<file path="src/rtl/crx_pkg.sv">
// Package: default sizes shared by the receive message FIFO and its checker.
// Assumes both depths are powers of two so pointer arithmetic wraps naturally.
package crx_pkg;
    localparam int unsigned DEF_DATA_W     = 8;
    localparam int unsigned DEF_BYTE_DEPTH = 64;
    localparam int unsigned DEF_MSG_DEPTH  = 32;
endpackage

</file>
<file path="src/rtl/crx_store.sv">
// Module: crx_store
// Simple storage array with one synchronous write port and one asynchronous
// read port. It holds no reset state; the owner tracks which entries are valid.
// It assumes DEPTH is a power of two that matches the address width.
module crx_store #(
    parameter int unsigned WIDTH = 8,
    parameter int unsigned DEPTH = 64,
    localparam int unsigned AW   = $clog2(DEPTH)
) (
    input  logic             clk,
    input  logic             we,
    input  logic [AW-1:0]    waddr,
    input  logic [WIDTH-1:0] wdata,
    input  logic [AW-1:0]    raddr,
    output logic [WIDTH-1:0] rdata
);
    logic [WIDTH-1:0] mem [DEPTH];

    // Write the addressed entry.
    always_ff @(posedge clk) begin
        if (we) begin
            mem[waddr] <= wdata;
        end
    end

    // Combinational read.
    assign rdata = mem[raddr];
endmodule

</file>
<file path="src/rtl/crx_msg_track.sv">
// Module: crx_msg_track
// Accumulates the length and the overrun flag of the message now being
// received. Both clear on the frame-end strobe. It assumes a byte offer and
// frame_end never coincide.
module crx_msg_track #(
    parameter int unsigned LEN_W = 7
) (
    input  logic             clk,
    input  logic             rst_n,
    input  logic             byte_ok,
    input  logic             byte_lost,
    input  logic             frame_end,
    output logic [LEN_W-1:0] cur_len,
    output logic             cur_ovr
);
    // Count kept bytes and remember any byte lost since the last frame end.
    always_ff @(posedge clk) begin
        if (!rst_n || frame_end) begin
            cur_len <= '0;
            cur_ovr <= 1'b0;
        end else begin
            if (byte_ok) begin
                cur_len <= cur_len + LEN_W'(1);
            end
            if (byte_lost) begin
                cur_ovr <= 1'b1;
            end
        end
    end
endmodule

</file>
<file path="src/rtl/can_rx_msg_fifo.sv">
// Module: can_rx_msg_fifo
// Receive buffer for whole CAN messages. Payload bytes go into a circular
// byte store. A descriptor (stored length and overrun flag) goes into a
// circular descriptor store on frame end. The oldest message is readable by
// offset, and a release pulse frees it as a unit.
// Assumptions: power-of-two depths; wr_byte_valid and frame_end are
// exclusive; release_req is a single-cycle pulse.
module can_rx_msg_fifo #(
    parameter int unsigned DATA_W     = crx_pkg::DEF_DATA_W,
    parameter int unsigned BYTE_DEPTH = crx_pkg::DEF_BYTE_DEPTH,
    parameter int unsigned MSG_DEPTH  = crx_pkg::DEF_MSG_DEPTH,
    localparam int unsigned BAW       = $clog2(BYTE_DEPTH),
    localparam int unsigned MAW       = $clog2(MSG_DEPTH),
    localparam int unsigned CNT_W     = BAW + 1,
    localparam int unsigned MCNT_W    = MAW + 1
) (
    input  logic              clk,
    input  logic              rst_n,
    input  logic              wr_byte_valid,
    input  logic [DATA_W-1:0] wr_byte,
    input  logic              frame_end,
    input  logic              release_req,
    input  logic [BAW-1:0]    rd_offset,
    output logic [DATA_W-1:0] rd_byte,
    output logic [CNT_W-1:0]  head_len,
    output logic              head_overrun,
    output logic [CNT_W-1:0]  byte_count,
    output logic [MCNT_W-1:0] msg_count,
    output logic              byte_full,
    output logic              msg_avail,
    output logic              msg_drop
);
    localparam int unsigned INFO_W = CNT_W + 1;

    logic [BAW-1:0]    wr_ptr, rd_ptr;
    logic [MAW-1:0]    info_wr, info_rd;
    logic [CNT_W-1:0]  cur_len;
    logic              cur_ovr;
    logic [INFO_W-1:0] head_info;
    logic [CNT_W-1:0]  head_len_raw;
    logic              byte_ok, byte_lost, info_full, msg_ok, msg_lost, rel_ok;
    logic [CNT_W-1:0]  rel_len, lost_len;

    // Decode this cycle's accepted and refused operations from the current occupancy.
    always_comb begin
        byte_full    = (byte_count == CNT_W'(BYTE_DEPTH));
        info_full    = (msg_count == MCNT_W'(MSG_DEPTH));
        msg_avail    = (msg_count != '0);
        byte_ok      = wr_byte_valid && !byte_full;
        byte_lost    = wr_byte_valid && byte_full;
        msg_ok       = frame_end && !info_full;
        msg_lost     = frame_end && info_full;
        rel_ok       = release_req && msg_avail;
        head_len_raw = head_info[CNT_W-1:0];
        rel_len      = rel_ok ? head_len_raw : '0;
        lost_len     = msg_lost ? cur_len : '0;
    end

    // Byte store: payload at the tail, read at head start plus offset.
    crx_store #(.WIDTH(DATA_W), .DEPTH(BYTE_DEPTH)) u_bytes (
        .clk   (clk),
        .we    (byte_ok),
        .waddr (wr_ptr),
        .wdata (wr_byte),
        .raddr (rd_ptr + rd_offset),
        .rdata (rd_byte)
    );

    // Descriptor store: one {overrun, length} entry per recorded message.
    crx_store #(.WIDTH(INFO_W), .DEPTH(MSG_DEPTH)) u_info (
        .clk   (clk),
        .we    (msg_ok),
        .waddr (info_wr),
        .wdata ({cur_ovr, cur_len}),
        .raddr (info_rd),
        .rdata (head_info)
    );

    // Length and overrun of the message in progress.
    crx_msg_track #(.LEN_W(CNT_W)) u_track (
        .clk       (clk),
        .rst_n     (rst_n),
        .byte_ok   (byte_ok),
        .byte_lost (byte_lost),
        .frame_end (frame_end),
        .cur_len   (cur_len),
        .cur_ovr   (cur_ovr)
    );

    // Advance pointers and occupancy; a lost frame rewinds its bytes.
    always_ff @(posedge clk) begin
        if (!rst_n) begin
            wr_ptr     <= '0;
            rd_ptr     <= '0;
            info_wr    <= '0;
            info_rd    <= '0;
            byte_count <= '0;
            msg_count  <= '0;
            msg_drop   <= 1'b0;
        end else begin
            wr_ptr     <= wr_ptr + BAW'(byte_ok) - lost_len[BAW-1:0];
            rd_ptr     <= rd_ptr + rel_len[BAW-1:0];
            info_wr    <= info_wr + MAW'(msg_ok);
            info_rd    <= info_rd + MAW'(rel_ok);
            byte_count <= byte_count + CNT_W'(byte_ok) - rel_len - lost_len;
            msg_count  <= msg_count + MCNT_W'(msg_ok) - MCNT_W'(rel_ok);
            msg_drop   <= msg_lost;
        end
    end

    // Present the oldest descriptor, blanked when nothing is held.
    assign head_len     = msg_avail ? head_len_raw : '0;
    assign head_overrun = msg_avail && head_info[INFO_W-1];
endmodule

</file>
<file path="config.mk">
export PLATFORM = sky130hd
export DESIGN_NAME = can_rx_msg_fifo
export DESIGN_NICKNAME = d
export VERILOG_FILES = /design/src/rtl/crx_pkg.sv /design/src/rtl/crx_store.sv /design/src/rtl/crx_msg_track.sv /design/src/rtl/can_rx_msg_fifo.sv
export SDC_FILE = /design/constraint.sdc
export NUM_CORES = 1
export LEC_CHECK = 0
export BUFFER_PORTS_ARGS = -buffer_cell sky130_fd_sc_hd__buf_2
export CELL_PAD_IN_SITES_DETAIL_PLACEMENT = 0
export CELL_PAD_IN_SITES_GLOBAL_PLACEMENT = 1
export CORE_UTILIZATION = 52
export CTS_BUF_LIST = sky130_fd_sc_hd__clkbuf_8
export DETAILED_ROUTE_END_ITERATION = 10
export PLACE_DENSITY_LB_ADDON = 0.1
export SYNTH_ARGS = -nofsm -noshare
export SYNTH_HDL_FRONTEND = slang
export SYNTH_SLANG_ARGS = --single-unit
</file>
<file path="constraint.sdc">
create_clock -name clk -period 4.1 [get_ports clk]
set_input_delay 1.025 -clock clk [delete_from_list [all_inputs] [get_ports clk]]
set_output_delay 1.025 -clock clk [all_outputs]
set_load 0.01 [all_outputs]
</file>
### Yosys cells after proc, flatten, opt, wreduce, memory -nomap -nowiden

Memory sizes are Yosys's and may differ from the RTL's. A register that Yosys moved wholly into a read port is not among the register bits.
Index checks and enable logic that the tools add are counted.
Widths: inputs -> output; s select.

| storage, ports and cells | value |
|---|---|
| memories | 2 |
| bits in registers | 44 |
| RAM bits | 768 |
| logic and storage cells | 44 |

| cells by class | value |
|---|---|
| equality and inequality tests | 2 |
| reduce and logical (&&, ||, !) cells | 11 |
| add/sub/neg operators | 12 |
| muxes and demuxes | 8 |

Memories:

| name | words | width | rd ports | clocked after Yosys merged registers in | wr ports | RTL line | text |
|---|---|---|---|---|---|---|---|
| u_bytes.mem | 64 | 8 | 1 | 0 | 1 | crx_store.sv:17 | `logic [WIDTH-1:0] mem [DEPTH];` |
| u_info.mem | 32 | 8 | 1 | 1 | 1 | crx_store.sv:17 |  |

Operators by type and width:

| operator | count |
|---|---|
| $mux 7 | 3 |
| $sub 7x7->7 | 2 |
| $add 6x1->6 | 2 |
| $add 6x6->6 | 2 |
| $add 5x1->5 | 2 |
| $add 7x1->7 | 1 |
| $add 7x1->7 const B | 1 |
| $eq 7x7->1 const B | 1 |
| $eq 6x6->1 const B | 1 |
| $logic_and 1x1->1 | 6 |
| $reduce_bool 6->1 | 1 |
| $sub 6x1->6 | 1 |
| $sub 6x6->6 | 1 |
| $mux 5 | 1 |
| $mux 1 | 4 |
| $logic_not 1->1 | 3 |
| $logic_or 1x1->1 | 1 |

### Depth between registers and ports, before layout

| depth | value |
|---|---|
| word-level depth | 6 |
| mapped depth | 19 |
| gate-level depth less buffers | 18 |

### Modules after synthesis

From an unflattened synthesis, not the netlist that was laid out.

| second synthesis, totals | value |
|---|---|
| cells, all modules | 1662 |
| area total of the unflattened synthesis | 32880.3 µm² |

By module, submodules not included:

| module | instances | cells an instance | area each (µm²) |
|---|---|---|---|
| crx_store (u_bytes) | 1 | 932 | 20006.7 |
| crx_store (u_info) | 1 | 409 | 9893.2 |
| can_rx_msg_fifo | 1 | 285 | 2650.0 |
| crx_msg_track | 1 | 36 | 330.3 |

### Worst setup path after synthesis

No wires, ideal clock.

| path | value |
|---|---|
| path kind | input port to output port |
| start point | input port rd_offset[0] |
| end point | output port rd_byte[0] |
| data required time | 3.075 ns |
| buffers on the path | 4 |
| arrival time | 3.385 ns |
| setup slack | -0.310 ns |
| stages on the path | 11 |
| path through | ha_1 > fa_1 > buf_2 > buf_4 > buf_4 > clkbuf_1 > mux4_2 > nand2_1 > a21oi_1 > nor3_1 > o31ai_1 |

| between the ends | value |
|---|---|
| cells in the longest elaborated chain, start to end | 2 |

Ends and longest elaborated chain:

| element | RTL line | text |
|---|---|---|
| from (decl) | can_rx_msg_fifo.sv:23 | `input logic [BAW-1:0] rd_offset,` |
| $add 6x6->6 | can_rx_msg_fifo.sv:65 | `.raddr (rd_ptr + rd_offset),` |
| $mem_v2 64x8 | -- |  |
| to (decl) | can_rx_msg_fifo.sv:24 | `output logic [DATA_W-1:0] rd_byte,` |

No other way between the ends.

### Final worst setup path

| path | value |
|---|---|
| start point | input port rd_offset[0] |
| end point | output port rd_byte[5] |

Same word-level chain as after synthesis.

==> impl_metrics.csv <==
group,metric,value,unit
critical_path,path_cells,"buf_6 > ha_4 > fa_4 > buf_6 > mux4_2 > nand2b_1 > a31oi_1 > o211ai_1 > o31ai_2 > buf_2",
critical_path,crit_buf_inv,3,
place,gp_congestion,0.820,
min_path,hold_class,"in2reg",
cts,cts_sinks,812,
route,vias_per_cell,5.66,
sta,maxSlewViolCount,0,
critical_path,crit_slowest_cell,"fa_4",
synthesis,synth_area_per_cell,19.1,um2
critical_path,path_max_fanout,8,
power,powerDensity,664,mW/mm2
power,p_leak,13.3,nW
synthesis,synth-edff-count,768,
layout,final_common_cell,"edfxtp_1",
layout,nets,2153,
sta,post-route-period-util,117,%
floorplanning,die_area,0.0647,mm2
place,port_buffers,50,
cts,holdBufCountCts,0,
sta,finalClockSkew,0.0223,ns
floorplanning,fp.dieH,254,um
route,wire_per_inst,25.0,um
critical_path,crit_path_max_incr_delay,0.85,ns
floorplanning,rows,92,
min_path,hold_depth,3,
sta,min_period,4.79,ns
power,combPwrFrac,38.6,%
route,drc_errors,0,
critical_path,critPathLaunchType,"input port",
place,hpwl,48900,um
run_status,run_status,"finished, violations left",
sta,setup_tns,-5.46,ns
sta,holdWs,0.509,ns
grt,grt_pass1_wl,113000,um
synthesis,synth_ff_type,"edfxtp_1",
layout,syn2layout_area_growth,18.3,%
sta,final-hold-violation-count,0,
layout,layout-drive-gt1-share,34.3,%
critical_path,critPathArrivalTime,3.77,ns
cts,clockBufferDepth,3,
synthesis,ys_types,55,
layout,postLayoutCoreUtil,62.3,%
power,clkPwrFrac,24.8,%
cts,cts-htree-levels,4,
power,p_seq_share,36.6,%
sta,relSlewSlack,21.2,%
run_status,violations,"negative setup slack",
layout,final_cell_mix,"edfxtp_1 (768), mux4_2 (193), buf_4 (191)",
cts,insertion_delay,0.77,ns
critical_path,end_kind,"output port",
cts,cts_tree,"yes",
critical_path,path_class,"in2out",
critical_path,cp.required,3.07,ns
route,first_iter_violations,1141,
synthesis,yosys_register_bits,812,
power,ir_drop,0.389,mV
critical_path,cp_top_family,"adder cells",
power,p_switching,8.19,mW
sta,worst_slack,-0.691,ns
power,p_int,17.8,mW
synthesis,async_flop_share,0,%
synthesis,syn_area,0.0331,mm2
route,dr.pass1.iters,5,
cts,clk_pin_slew,0.06,ns
cts,cts_buffers,134,
sta,rsz0062_at_grt,"true",
sta,worst_pin_slew,1.18,ns
synthesis,yosysWarnings,0,
floorplanning,fp.dieW,254,um
synthesis,synth_nets,1808,
grt,antenna_found_initial,3,
route,wirelength,75800,um
power,switching_share,31.4,%
floorplanning,io_pins,51,
sta,setup_viol,17,
grt,grt_max_degree,65,
route,via_count,17200,
cts,root_buffer,"clkbuf_8",
grt,grt_pass1_vias,18100,
sta,fmax,0.209,GHz
critical_path,r2r.worst_path.cells,19,
route,ant_nets,0,
grt,gr-total-overflow,0,
critical_path,cp_num_cells,10,
power,total_power,26.0,mW
floorplanning,core,0.0630,mm2
flow_run,drv_cap,0,
critical_path,crit_top_cell,"buf_6",
place,place_ws,-0.752,ns
synthesis,postSynthCellCount,1733,
grt,grt_usage,24.5,%
synthesis,synth-seq-area-share,72.3,%
floorplanning,start_util,52.6,%
[worst paths after layout]
kind / start / end / slack, ns
hold / removal: wr_byte_valid / u_track.cur_ovr / 0.51
setup reg to reg: info_rd[0] / byte_count[6] / -0.17
setup / recovery: rd_offset[0] / rd_byte[5] / -0.69
hold reg to reg: info_wr[1] / info_wr[3] / 0.61
[metal layers]
layer,global-route usage (%),up-vias,share of wire [%]
li1,-,7668,-
met1,32.0,8883,42
met2,41.1,467,51
met3,4.80,132,5.0
met4,8.61,0,2.7
met5,0,-,0
[flip-flops by register name, summed over array words and instances, names as in the netlist]
register         flops
msg_drop             1
rd_ptr               6
u_track.cur_len      7
info_rd              5
info_wr              5
u_info.mem         256
u_bytes.mem        512
u_track.cur_ovr      1
wr_ptr               6
msg_count            6
byte_count           7
[worst reg2reg max path: cells and delay by family, from the launching register on]
family          cells  cell delay [ns]
compound gates      3             0.45
xor+xnor            1             0.14
fa+ha+maj           3             0.99
buf+inv             6             0.61
flops               1             0.40
mux                 4             1.34
simple gates        2             0.26
[power groups by stage]
stage	logic (mW)	clock network [mW]	registers [mW]
2_1_floorplan	5.79	0	9.61
3_3_place_gp	9.06	0	9.69
3_5_place_dp	9.09	0	9.70
4_1_cts	9.95	6.62	9.53
5_1_grt	10.7	6.99	9.55
6_report	10.0	6.47	9.53
[cell usage after synthesis (5+ instances only)]
cell type | instances | area, um2
dfxtp_1 | 44 | 881
and2_1 | 16 | 100
buf_2 | 39 | 195
mux2i_1 | 39 | 390
o22ai_1 | 17 | 106
fa_1 | 11 | 220
o211ai_1 | 24 | 180
o21ai_0 | 10 | 50.1
nand3_1 | 19 | 95.1
or3_1 | 5 | 31.3
a211o_1 | 11 | 96.3
clkbuf_1 | 34 | 128
edfxtp_1 | 768 | 23100
nand4_1 | 6 | 37.5
xnor2_1 | 17 | 149
a21oi_1 | 22 | 110
mux2_2 | 23 | 259
mux4_2 | 184 | 4140
xor2_1 | 21 | 184
nand3b_1 | 11 | 82.6
mux4_1 | 16 | 420
buf_4 | 5 | 37.5
nor2_1 | 151 | 567
ha_1 | 45 | 563
a21o_1 | 10 | 75.1
nand2_1 | 71 | 267
nor3_1 | 10 | 50.1
inv_1 | 45 | 169
[stage by stage]
step / instance area (um2) / cells
after floorplan: 33300 / 1733
after global placement: 35900 / 2754
after detailed placement: 35900 / 2754
after CTS: 39000 / 3018
after global routing: 39200 / 3029
final: 39200 / 3030
[final cells by class]
type	instances	area [um2]
Sequential cell	812	23900
Fill cell	4588	23800
Multi-Input combinational cell	787	8960
Timing Repair Buffer	298	2610
Clock buffer	141	1940
Tap cell	846	1060
Clock inverter	99	503
Inverter	45	171
Antenna cell	2	5.00
[cell families after synthesis]
logic type / after synthesis / synth area share (%)
adders and majority gates: 56 / 2.36
and+or+nand+nor: 311 / 4.19
buffers and inverters: 134 / 1.95
xor gates and xnor gates: 38 / 1.00
AOI/OAI and AO/OA: 120 / 2.48
DFF: 812 / 72.3
muxes: 262 / 15.7
[repair_timing]
item / 4_1_cts / 5_1_grt
pin swaps: 27 / 26
gates resized for setup: 108 / 24
gates cloned: 1 / 0
setup buffers: 26 / 14
hold endpoints to repair: 0 / 0
endpoints found under the setup margin: 20 / 20
Power figures use the tool's default switching activity.
